===== config.mk =====
export PLATFORM = sky130hd
export DESIGN_NAME = pvio_regwin
export DESIGN_NICKNAME = d
export VERILOG_FILES = /design/src/rtl/pvio_pkg.sv /design/src/rtl/pvio_decode.sv /design/src/rtl/pvio_queue_bank.sv /design/src/rtl/pvio_irq.sv /design/src/rtl/pvio_regwin.sv
export SDC_FILE = /design/constraint.sdc
export NUM_CORES = 1
export LEC_CHECK = 0
export ABC_AREA = 0
export ABC_CLOCK_PERIOD_IN_PS = 5900
export BUFFER_PORTS_ARGS = -buffer_cell sky130_fd_sc_hd__buf_4
export CAP_MARGIN = 20
export CORE_UTILIZATION = 45
export DETAILED_ROUTE_END_ITERATION = 16
export PLACE_DENSITY = 0.67
export RECOVER_POWER = 50
export SYNTH_ARGS = -nofsm -noshare
export SYNTH_HDL_FRONTEND = slang
export SYNTH_SLANG_ARGS = --single-unit

===== constraint.sdc =====
create_clock -name clk -period 5.9 [get_ports clk]
set_input_delay 0.885 -clock clk [delete_from_list [all_inputs] [get_ports clk]]
set_output_delay 0.885 -clock clk [all_outputs]
set_load 0.005 [all_outputs]

===== src/rtl/pvio_pkg.sv =====
// Shared constants, region codes and helpers for the paravirtual register window.
package pvio_pkg;
    localparam int OFF_HFEAT  = 0;
    localparam int OFF_GFEAT  = 4;
    localparam int OFF_PFN    = 8;
    localparam int OFF_QNUM   = 12;
    localparam int OFF_QSEL   = 14;
    localparam int OFF_NOTIFY = 16;
    localparam int OFF_STAT   = 18;
    localparam int OFF_ISR    = 19;
    localparam int OFF_CVEC   = 20;
    localparam int OFF_QVEC   = 22;
    localparam int HDR_PLAIN  = 20;
    localparam int HDR_MSG    = 24;
    localparam logic [15:0] NO_VEC = 16'hFFFF;
    localparam int ST_READY_BIT = 2;

    typedef enum logic [3:0] {
        RG_HFEAT, RG_GFEAT, RG_PFN, RG_QNUM, RG_QSEL, RG_NOTIFY,
        RG_STAT, RG_ISR, RG_CVEC, RG_QVEC, RG_NONE, RG_DEV
    } region_e;

    // Byte-lane mask for an access width code.
    function automatic logic [31:0] width_mask(input logic [1:0] sz);
        case (sz)
            2'd0:    width_mask = 32'h0000_00FF;
            2'd1:    width_mask = 32'h0000_FFFF;
            default: width_mask = 32'hFFFF_FFFF;
        endcase
    endfunction
endpackage


===== src/rtl/pvio_decode.sv =====
// Offset decoder: maps a window offset to a register region or to the
// device-specific area. Assumes exact-offset dispatch regardless of width.
module pvio_decode #(
    parameter int ADDR_W = 8
) (
    input  logic              msix_en,
    input  logic [ADDR_W-1:0] addr,
    output pvio_pkg::region_e region,
    output logic [ADDR_W-1:0] dev_addr
);
    import pvio_pkg::*;

    logic [ADDR_W-1:0] hdr_len;
    assign hdr_len = msix_en ? ADDR_W'(HDR_MSG) : ADDR_W'(HDR_PLAIN);

    // Classify the offset and rebase pass-through accesses.
    always_comb begin
        region   = RG_NONE;
        dev_addr = '0;
        if (addr >= hdr_len) begin
            region   = RG_DEV;
            dev_addr = addr - hdr_len;
        end else begin
            case (addr)
                ADDR_W'(OFF_HFEAT):  region = RG_HFEAT;
                ADDR_W'(OFF_GFEAT):  region = RG_GFEAT;
                ADDR_W'(OFF_PFN):    region = RG_PFN;
                ADDR_W'(OFF_QNUM):   region = RG_QNUM;
                ADDR_W'(OFF_QSEL):   region = RG_QSEL;
                ADDR_W'(OFF_NOTIFY): region = RG_NOTIFY;
                ADDR_W'(OFF_STAT):   region = RG_STAT;
                ADDR_W'(OFF_ISR):    region = RG_ISR;
                ADDR_W'(OFF_CVEC):   region = RG_CVEC;
                ADDR_W'(OFF_QVEC):   region = RG_QVEC;
                default:             region = RG_NONE;
            endcase
        end
    end
endmodule


===== src/rtl/pvio_queue_bank.sv =====
// Per-queue state: ring page number and message vector for each queue.
// Assumes the write value for vectors is already validated by the caller.
module pvio_queue_bank #(
    parameter int NQ     = 4,
    parameter int QIDX_W = 2
) (
    input  logic              clk,
    input  logic              rst_n,
    input  logic              clr,
    input  logic [QIDX_W-1:0] sel,
    input  logic              pfn_we,
    input  logic [31:0]       pfn_wdata,
    input  logic              vec_we,
    input  logic [15:0]       vec_wdata,
    input  logic [QIDX_W-1:0] evt_idx,
    output logic [31:0]       pfn_rd,
    output logic [15:0]       vec_rd,
    output logic [15:0]       evt_vec
);
    import pvio_pkg::*;

    logic [31:0] pfn_r [NQ];
    logic [15:0] vec_r [NQ];
    logic [NQ-1:0] pfn_hit, vec_hit;

    // One write-enable per queue from the selector.
    for (genvar q = 0; q < NQ; q++) begin : g_hit
        assign pfn_hit[q] = pfn_we && (sel == QIDX_W'(q));
        assign vec_hit[q] = vec_we && (sel == QIDX_W'(q));
    end

    // Hold page numbers and vectors; device reset restores defaults.
    always_ff @(posedge clk) begin
        for (int q = 0; q < NQ; q++) begin
            if (!rst_n || clr) begin
                pfn_r[q] <= '0;
                vec_r[q] <= NO_VEC;
            end else begin
                if (pfn_hit[q]) pfn_r[q] <= pfn_wdata;
                if (vec_hit[q]) vec_r[q] <= vec_wdata;
            end
        end
    end

    assign pfn_rd  = pfn_r[sel];
    assign vec_rd  = vec_r[sel];
    assign evt_vec = vec_r[evt_idx];
endmodule


===== src/rtl/pvio_irq.sv =====
// Interrupt status byte, legacy level line and message request generation.
// Assumes an acknowledging read in the same cycle as an event loses to it.
module pvio_irq (
    input  logic        clk,
    input  logic        rst_n,
    input  logic        clr,
    input  logic        msix_en,
    input  logic        evt_queue,
    input  logic        evt_config,
    input  logic [15:0] q_vec,
    input  logic [15:0] cfg_vec,
    input  logic        isr_rd,
    output logic [7:0]  isr,
    output logic        intx,
    output logic        msi_req,
    output logic [15:0] msi_vec
);
    import pvio_pkg::*;

    logic [15:0] pick_vec;
    assign pick_vec = evt_queue ? q_vec : cfg_vec;

    // Status bits: set by events, cleared by acknowledging read or reset.
    always_ff @(posedge clk) begin
        if (!rst_n || clr) begin
            isr <= '0;
        end else begin
            isr <= (isr_rd ? 8'h00 : isr) | {6'b0, evt_config, evt_queue};
        end
    end

    // Message request one cycle after an event with an allocated vector.
    always_ff @(posedge clk) begin
        if (!rst_n) begin
            msi_req <= 1'b0;
            msi_vec <= NO_VEC;
        end else begin
            msi_req <= msix_en && (evt_queue || evt_config) && (pick_vec != NO_VEC);
            msi_vec <= pick_vec;
        end
    end

    assign intx = !msix_en && isr[0];
endmodule


===== src/rtl/pvio_regwin.sv =====
// Common register window of a legacy paravirtual device. Decodes window
// accesses, holds the header registers, forwards device-specific accesses.
// Assumes one access per cycle and a combinational device-specific read.
module pvio_regwin #(
    parameter int          ADDR_W        = 8,
    parameter int          NUM_QUEUES    = 4,
    parameter int          NUM_VECTORS   = 3,
    parameter int          BAD_FEAT_BIT  = 30,
    parameter logic [31:0] HOST_FEATURES = 32'h5100_0031,
    parameter bit          FALLBACK_EN   = 1'b1,
    parameter logic [31:0] FALLBACK_MASK = 32'h0000_00F1,
    localparam int         QIDX_W        = $clog2(NUM_QUEUES)
) (
    input  logic                     clk,
    input  logic                     rst_n,
    input  logic                     msix_en,
    input  logic                     bus_master,
    input  logic                     acc_valid,
    input  logic                     acc_write,
    input  logic [1:0]               acc_size,
    input  logic [ADDR_W-1:0]        acc_addr,
    input  logic [31:0]              acc_wdata,
    output logic                     rd_valid,
    output logic [31:0]              rd_data,
    output logic                     dcfg_valid,
    output logic                     dcfg_write,
    output logic [1:0]               dcfg_size,
    output logic [ADDR_W-1:0]        dcfg_addr,
    output logic [31:0]              dcfg_wdata,
    input  logic [31:0]              dcfg_rdata,
    input  logic [NUM_QUEUES*16-1:0] qsize_flat,
    input  logic                     evt_queue,
    input  logic [QIDX_W-1:0]        evt_qidx,
    input  logic                     evt_config,
    output logic                     intx,
    output logic                     msi_req,
    output logic [15:0]              msi_vec,
    output logic                     notify_stb,
    output logic [15:0]              notify_qidx,
    output logic                     dev_reset
);
    import pvio_pkg::*;

    region_e     region;
    logic [31:0] wval, amask, rd_mux, gfeat, pfn_rd;
    logic [15:0] qsel, cfg_vec, vec_rd, evt_vec, vec_ok;
    logic [7:0]  status, isr;
    logic        wr, rd, dev_rst_req, quirk, bm_q, bm_fall, isr_rd;
    logic [QIDX_W-1:0] qidx;

    pvio_decode #(.ADDR_W(ADDR_W)) u_dec (
        .msix_en(msix_en), .addr(acc_addr), .region(region), .dev_addr(dcfg_addr)
    );

    assign wr      = acc_valid && acc_write;
    assign rd      = acc_valid && !acc_write;
    assign amask   = width_mask(acc_size);
    assign wval    = acc_wdata & amask;
    assign qidx    = qsel[QIDX_W-1:0];
    assign isr_rd  = rd && (region == RG_ISR);
    assign vec_ok  = (wval[15:0] < 16'(NUM_VECTORS)) ? wval[15:0] : NO_VEC;
    assign bm_fall = bm_q && !bus_master;
    assign dev_rst_req = (wr && region == RG_PFN  && wval == 32'h0)
                      || (wr && region == RG_STAT && wval[7:0] == 8'h0);

    assign dcfg_valid = acc_valid && (region == RG_DEV);
    assign dcfg_write = acc_write;
    assign dcfg_size  = acc_size;
    assign dcfg_wdata = acc_wdata;

    pvio_queue_bank #(.NQ(NUM_QUEUES), .QIDX_W(QIDX_W)) u_qbank (
        .clk(clk), .rst_n(rst_n), .clr(dev_rst_req), .sel(qidx),
        .pfn_we(wr && region == RG_PFN && wval != 32'h0), .pfn_wdata(wval),
        .vec_we(wr && region == RG_QVEC), .vec_wdata(vec_ok),
        .evt_idx(evt_qidx), .pfn_rd(pfn_rd), .vec_rd(vec_rd), .evt_vec(evt_vec)
    );

    pvio_irq u_irq (
        .clk(clk), .rst_n(rst_n), .clr(dev_rst_req), .msix_en(msix_en),
        .evt_queue(evt_queue), .evt_config(evt_config), .q_vec(evt_vec),
        .cfg_vec(cfg_vec), .isr_rd(isr_rd), .isr(isr), .intx(intx),
        .msi_req(msi_req), .msi_vec(msi_vec)
    );

    // Feature, selector, vector and status registers with device reset.
    always_ff @(posedge clk) begin
        if (!rst_n || dev_rst_req) begin
            gfeat   <= '0;
            qsel    <= '0;
            cfg_vec <= NO_VEC;
            status  <= '0;
        end else begin
            if (wr && region == RG_GFEAT) begin
                if (wval[BAD_FEAT_BIT])
                    gfeat <= FALLBACK_EN ? (HOST_FEATURES & FALLBACK_MASK) : 32'h0;
                else
                    gfeat <= wval;
            end
            if (wr && region == RG_QSEL && wval[15:0] < 16'(NUM_QUEUES))
                qsel <= wval[15:0];
            if (wr && region == RG_CVEC)
                cfg_vec <= vec_ok;
            if (wr && region == RG_STAT)
                status <= wval[7:0];
            else if (bm_fall && !quirk)
                status[ST_READY_BIT] <= 1'b0;
        end
    end

    // Sticky bus-master quirk flag and bus-master edge history.
    always_ff @(posedge clk) begin
        if (!rst_n) begin
            quirk <= 1'b0;
            bm_q  <= 1'b0;
        end else begin
            bm_q <= bus_master;
            if (wr && region == RG_STAT && wval[ST_READY_BIT] && !bus_master)
                quirk <= 1'b1;
        end
    end

    // Read data selection for the current access.
    always_comb begin
        case (region)
            RG_HFEAT:  rd_mux = HOST_FEATURES;
            RG_GFEAT:  rd_mux = gfeat;
            RG_PFN:    rd_mux = pfn_rd;
            RG_QNUM:   rd_mux = {16'h0, qsize_flat[qidx*16 +: 16]};
            RG_QSEL:   rd_mux = {16'h0, qsel};
            RG_NOTIFY: rd_mux = 32'h0;
            RG_STAT:   rd_mux = {24'h0, status};
            RG_ISR:    rd_mux = {24'h0, isr};
            RG_CVEC:   rd_mux = {16'h0, cfg_vec};
            RG_QVEC:   rd_mux = {16'h0, vec_rd};
            RG_DEV:    rd_mux = dcfg_rdata;
            default:   rd_mux = 32'hFFFF_FFFF;
        endcase
    end

    // Registered read return, notify strobe and device reset pulse.
    always_ff @(posedge clk) begin
        if (!rst_n) begin
            rd_valid    <= 1'b0;
            rd_data     <= '0;
            notify_stb  <= 1'b0;
            notify_qidx <= '0;
            dev_reset   <= 1'b0;
        end else begin
            rd_valid    <= rd;
            rd_data     <= rd ? (rd_mux & amask) : rd_data;
            notify_stb  <= wr && region == RG_NOTIFY;
            notify_qidx <= wval[15:0];
            dev_reset   <= dev_rst_req;
        end
    end
endmodule


==> results.py, run 1 <==
metrics = {
    "status": {
        "outcome": "complete, but fails checks",
        "violations": "max-capacitance violations, max-slew violations",
    },
    "placement": {
        "placed_area_um2": 17600,
        "hpwl_mm": 34.6,
        "io_buffer_count": 260,
        "place_congestion": 0.887,
    },
    "global_route": {
        "grt_pass1_vias": 11500,
        "grt.total_usage_pct": 27.3,
        "grt_antenna_before_repair": 0,
        "overflow": 0,
        "grt_pass1_wl_mm": 72.4,
        "grt_max_degree": 57,
    },
    "clock_tree": {
        "clock_latency_ps": 530,
        "cts_buffers": 37,
        "clockBufferDepth": 3,
        "cts.sinks": 337,
        "path_clk_slew_ps": 60,
        "cts_resized": 0,
        "cts_setup_buffers": 0,
        "cts_tree": "yes",
        "clockRootBuffer": "clkbuf_16",
        "cts_htree_levels": 2,
        "cts_hold_buf": 0,
    },
    "worst_setup_path": {
        "crit_chain": "clkbuf_1, inv_1, ha_1, nor3b_1, or4_1, nor3_4, buf_4, a32oi_1, nor2_1, nor2_1, clkbuf_1, o21ai_1, clkbuf_1",
        "critPathCaptureType": "register",
        "worstPathMaxFanout": 33,
        "crit_required_ps": 6040,
        "crit_type": "input pin to register",
        "path_common_cell": "clkbuf_1",
        "cp_slowest_stage_delay_ps": 880,
        "slowest_stage": "or4_1",
        "critPathLaunchType": "input pin",
        "worst-r2r-cell-count": 5,
        "arrival_ps": 5160,
    },
    "floorplanning": {
        "core_area_um2": 33700,
        "initial_core_util_pct": 46.1,
        "rows": 67,
        "die_area_um2": 35300,
        "die_x_um": 188,
        "io_pins": 261,
        "die_h_um": 188,
    },
    "logic_synthesis": {
        "yosysUniqueCellTypes": 68,
        "yosysSeqAreaShare_pct": 55.8,
        "syn_avg_cell_area_um2": 11.3,
        "synth-seq-cells": 337,
        "synth_enable_flop_cells": 192,
        "synth_area_um2": 15500,
        "synthCells": 1370,
        "ys_async_sr_fraction_pct": 0,
        "ys_warn_count": 0,
        "yosysTopAreaCellShare_pct": 37.1,
        "synth.area.top_cells": "edfxtp_1 (37%), dfxtp_1 (19%), mux4_2 (11%)",
        "synth_fp_nets": 1524,
        "post_synth_most_frequent_cells": "nand2_1 (210), nor2_1 (196), edfxtp_1 (192)",
        "yosys.area.top_type": "edfxtp_1",
        "synthFlopType": "edfxtp_1",
        "yosysMostFrequentCell": "nand2_1",
    },
    "drt": {
        "drt_iter0_markers": 1631,
        "wirelength_mm": 49.0,
        "route.detailed.drc": 0,
        "num_vias": 12200,
        "routedWlPerCell_um": 24.0,
        "first_pass_iters": 6,
        "viasPerCell": 5.95,
        "antenna_left": 0,
    },
    "sta": {
        "slew_violations": 51,
        "finalSetupViolations": 0,
        "fin_crit_ps": 5030,
        "skew_ps": 17.8,
        "fmax_mhz": 199,
        "period_share_pct": 85.2,
        "rsz0062_at_grt": "false",
        "relSlewSlack_pct": -34.3,
        "final.setup.tns_ps": 0,
        "hold_viol": 0,
        "worst_pin_slew_ps": 2010,
    },
    "hold_path": {
        "hold_class": "register to register",
        "hold_depth": 2,
    },
    "power_and_ir_drop": {
        "ir_drop_mv": 0.171,
        "leakage_nw": 6.69,
        "power_density_nw_per_um2": 286,
    },
    "cells_and_area": {
        "fin_area_um2": 18700,
        "multi_input_area_um2": 6130,
        "areaGrowthSynthToFinish_pct": 20.2,
        "fill_cells": 2945,
        "insertedDiodeCount": 0,
        "regArea_um2": 8670,
        "layout-drive-gt1-share_pct": 25.3,
        "final_nets": 1719,
    },
    "run": {
        "max_cap_violations": 2,
    },
}
## power by group
| part | total (mW) | internal (mW) | switching, mW |
|---|---|---|---|
| Clock | 2.34 | 1.39 | 0.951 |
| Sequential | 2.55 | 2.53 | 0.0222 |
| Combinational | 0.436 | 0.182 | 0.254 |
| Total | 5.33 | 4.10 | 1.23 |
## worst max-delay path, delay by kind of cell
family                     cells  cell delay, ps
buffers and inverters          5            1960
adders and majority gates      1             280
AOI/OAI and AO/OA              2             440
and+or+nand+nor                5            1570
## layout make-up
class	instances	share of cell area [%]
Tap cell	448	3.00
Sequential cell	337	46.5
Timing Repair Buffer	293	10.6
Inverter	17	0.342
Clock inverter	15	0.818
Multi-Input combinational cell	879	32.9
Clock buffer	52	5.86
## worst paths after layout
path                                                      endpoint  slack [ps]                   start
worst max-delay path            u_qbank.vec_r[1][11]$_SDFFCE_PN1P_         870             acc_addr[0]
worst min-delay path                        gfeat[16]$_SDFFE_PP0P_         450  gfeat[16]$_SDFFE_PP0P_
worst max register to register             rd_data[4]$_SDFFE_PN0P_        2920                register
worst min register to register              gfeat[16]$_SDFFE_PP0P_         450  gfeat[16]$_SDFFE_PP0P_
## cells by family (layout without fill, tap and decap cells)
group / count (synthesis) / in the layout / share of synthesized area, %
and+or+nand+nor: 542 / 542 / 15.5
DFF: 337 / 337 / 55.8
AOI/OAI and AO/OA: 214 / 214 / 9.44
buffers and inverters: 154 / 377 / 4.92
muxes: 114 / 114 / 13.6
adders and majority gates: 6 / 6 / 0.532
xor gates and xnor gates: 3 / 3 / 0.169
## metal layers
layer  share of wire, %  global-route usage (%)  wire length [µm]
met3                 11                    5.76              5170
met4                2.4                    7.07              1190
met2                 45                    41.8             22300
met5                  0                       0                 0
met1                 42                    39.5             20400
## metrics by stage
| step | power (mW) | hold WS, ps | utilization [%] | setup WS, ps | cells |
|---|---|---|---|---|---|
| 4_1_cts | 5.36 | 451 | 56.0 | 1450 | 2040 |
| 3_3_place_gp | 3.04 | 437 | 52.3 | 1190 | 1973 |
| 3_5_place_dp | 3.05 | 445 | 52.3 | 1130 | 1973 |
| 5_1_grt | 5.47 | 461 | 55.4 | 652 | 2041 |
| 2_1_floorplan | 2.81 | 430 | - | 1430 | 1370 |
| 6_report | 5.33 | 452 | 55.4 | 873 | 2041 |
## cell usage in the layout (no fill, tap or decap), types with 10 or more instances in the layout
cell type	count
a21oi_1	53
a221oi_1	29
a22o_1	28
a22oi_1	10
a31oi_1	15
and2_1	20
buf_4	174
clkbuf_1	61
clkbuf_16	38
clkbuf_4	62
dfxtp_1	142
edfxtp_1	192
inv_1	17
mux2i_1	32
mux4_2	77
nand2_1	210
nand3_1	33
nand4_1	19
nor2_1	197
o21ai_0	40
## flip-flops by register name (all words and copies together) (netlist names), named ones only
register	cells
u_qbank.pfn_r	128
u_qbank.vec_r	64
rd_data	32
gfeat	31
cfg_vec	16
notify_qidx	16
qsel	16
u_irq.msi_vec	16
status	8
u_irq.isr	2
bm_q	1
dev_reset	1
notify_stb	1
quirk	1
rd_valid	1
u_irq.msi_req	1
(Power assumes the default switching activity.)
==> inputs of run 2 (changes only) <==
CORE_UTILIZATION = 35   (was 45)
PLACE_DENSITY = 0.55   (was 0.67)
==> results.py, run 2 (same netlist as run 1, synthesis figures left out) <==
metrics = {
    "clock_tree": {
        "cts_hold_buf": 0,
        "clockRootBuffer": "clkbuf_16",
        "cts_htree_levels": 2,
        "path_clk_slew_ps": 60,
        "cts.sinks": 337,
        "clockBufferDepth": 3,
        "cts_setup_buffers": 0,
        "cts_tree": "yes",
        "clock_latency_ps": 550,
        "cts_buffers": 38,
        "cts_resized": 0,
    },
    "placement": {
        "place_ws_ps": 1290,
        "io_buffer_count": 260,
        "placed_area_um2": 17800,
        "hpwl_mm": 37.3,
        "place_congestion": 0.884,
    },
    "worst_setup_path": {
        "crit_start": "acc_addr[0]",
        "crit_required_ps": 6070,
        "worst-r2r-cell-count": 4,
        "critPathLaunchType": "input pin",
        "r2r_end": "rd_data[4]$_SDFFE_PN0P_",
        "arrival_ps": 4860,
        "critPathCaptureType": "register",
        "reg2reg_setup_slack_ps": 3070,
        "worstPathMaxFanout": 33,
        "crit_type": "input pin to register",
        "endpoint": "u_qbank.pfn_r[3][2]$_SDFFCE_PN0P_",
    },
    "global_route": {
        "grt_max_degree": 57,
        "grt_pass1_vias": 11500,
        "overflow": 0,
        "grt_antenna_before_repair": 0,
        "grt.total_usage_pct": 22.6,
        "grt_pass1_wl_mm": 74.1,
    },
    "power_and_ir_drop": {
        "power_density_nw_per_um2": 281,
        "pwr-share-seq_pct": 48.4,
        "switching_share_pct": 23.4,
        "p_sw_mw": 1.23,
        "p_int_mw": 4.04,
        "p_clk_share_pct": 43.4,
        "ir_drop_mv": 0.150,
        "leakage_nw": 6.64,
        "p_comb_share_pct": 8.3,
    },
    "drt": {
        "antenna_left": 0,
        "viasPerCell": 5.50,
        "first_pass_iters": 6,
        "routedWlPerCell_um": 23.7,
        "num_vias": 12000,
        "wirelength_mm": 51.7,
        "route.detailed.drc": 0,
        "drt_iter0_markers": 1242,
    },
    "cells_and_area": {
        "layout_common_cells": "nand2_1 (210), nor2_1 (197), edfxtp_1 (192), buf_4 (173), dfxtp_1 (142)",
        "largest_register": "u_qbank.pfn_r",
        "multi_input_area_um2": 6120,
        "layout-drive-gt1-share_pct": 24.2,
        "final_nets": 1722,
        "reg_top3": "u_qbank.pfn_r x128, u_qbank.vec_r x64, rd_data x32",
        "regArea_um2": 8670,
        "insertedDiodeCount": 0,
        "fin_area_um2": 18800,
        "largest_register_ffs": 128,
        "fill_cells": 4198,
        "areaGrowthSynthToFinish_pct": 20.8,
        "final_common_cell": "nand2_1",
        "utilization_pct": 43.2,
    },
    "sta": {
        "final.setup.tns_ps": 0,
        "relSlewSlack_pct": -8.81,
        "period_share_pct": 79.6,
        "worst_pin_slew_ps": 1620,
        "slew_violations": 13,
        "finalHoldWorstSlack_ps": 454,
        "hold_viol": 0,
        "fmax_mhz": 213,
        "finalSetupViolations": 0,
        "setup_slack_ps": 1200,
        "rsz0062_at_grt": "false",
        "fin_crit_ps": 4700,
        "skew_ps": 29.6,
    },
    "run": {
        "max_cap_violations": 1,
    },
    "floorplanning": {
        "rows": 76,
        "die_area_um2": 45200,
        "initial_core_util_pct": 35.7,
        "core_area_um2": 43500,
        "die_h_um": 213,
        "die_x_um": 213,
        "io_pins": 261,
    },
    "hold_path": {
        "hold_class": "register to register",
    },
    "status": {
        "outcome": "complete, but fails checks",
        "violations": "max-capacitance violations, max-slew violations",
    },
}
## run 2: area by class of cell
cell class,instances,share of cell area (%)
flip-flops and latches,337,46.3
clock inverters,11,0.560
well taps,585,3.90
multi-input cells,879,32.6
inverters,17,0.340
repair buffers,295,10.5
clock buffers,58,5.84
## run 2: how the worst min path moves through the flow
stage / slack, ps / cells past startpoint / to / from
global placement: 440 / 2 / gfeat[3]$_SDFFE_PP0P_ / gfeat[3]$_SDFFE_PP0P_
floorplan: 430 / 1 / qsel[3]$_SDFFE_PP0P_ / qsel[3]$_SDFFE_PP0P_
finish: 450 / 2 / gfeat[19]$_SDFFE_PP0P_ / gfeat[19]$_SDFFE_PP0P_
global route: 460 / 2 / gfeat[31]$_SDFFE_PP0P_ / gfeat[31]$_SDFFE_PP0P_
CTS: 450 / 2 / gfeat[12]$_SDFFE_PP0P_ / gfeat[12]$_SDFFE_PP0P_
detailed placement: 440 / 2 / gfeat[16]$_SDFFE_PP0P_ / gfeat[16]$_SDFFE_PP0P_
## run 2: power groups by stage
stage,Clock [mW],Combinational (mW),Sequential [mW]
global route,2.41,0.467,2.55
finish,2.29,0.436,2.55
CTS,2.33,0.456,2.55
floorplan,0,0.216,2.60
detailed placement,0,0.455,2.60
global placement,0,0.454,2.60
## run 2: stage by stage
step                      std cells  power (mW)
after floorplan                1370        2.81
after global placement         2110        3.05
after detailed placement       2110        3.06
after CTS                      2179        5.34
after global routing           2182        5.43
final                          2182        5.27
## run 2: layer usage
layer,vias up,part of all wire [%],global-route usage [%]
li1,5404,-,-
met1,5945,44,32.8
met3,86,9.6,5.35
met4,0,2.9,7.84
met2,572,44,32.8
met5,-,0,0
## run 2: worst max-delay path: stages
cell,delay (ps)
clkbuf_1,170
inv_1,110
ha_1,300
nor3b_1,200
or4_1,530
clkbuf_1,380
nor3_4,260
buf_4,390
nand2_1,100
a21oi_1,480
nand3_1,420
nand2_1,170
buf_4,450
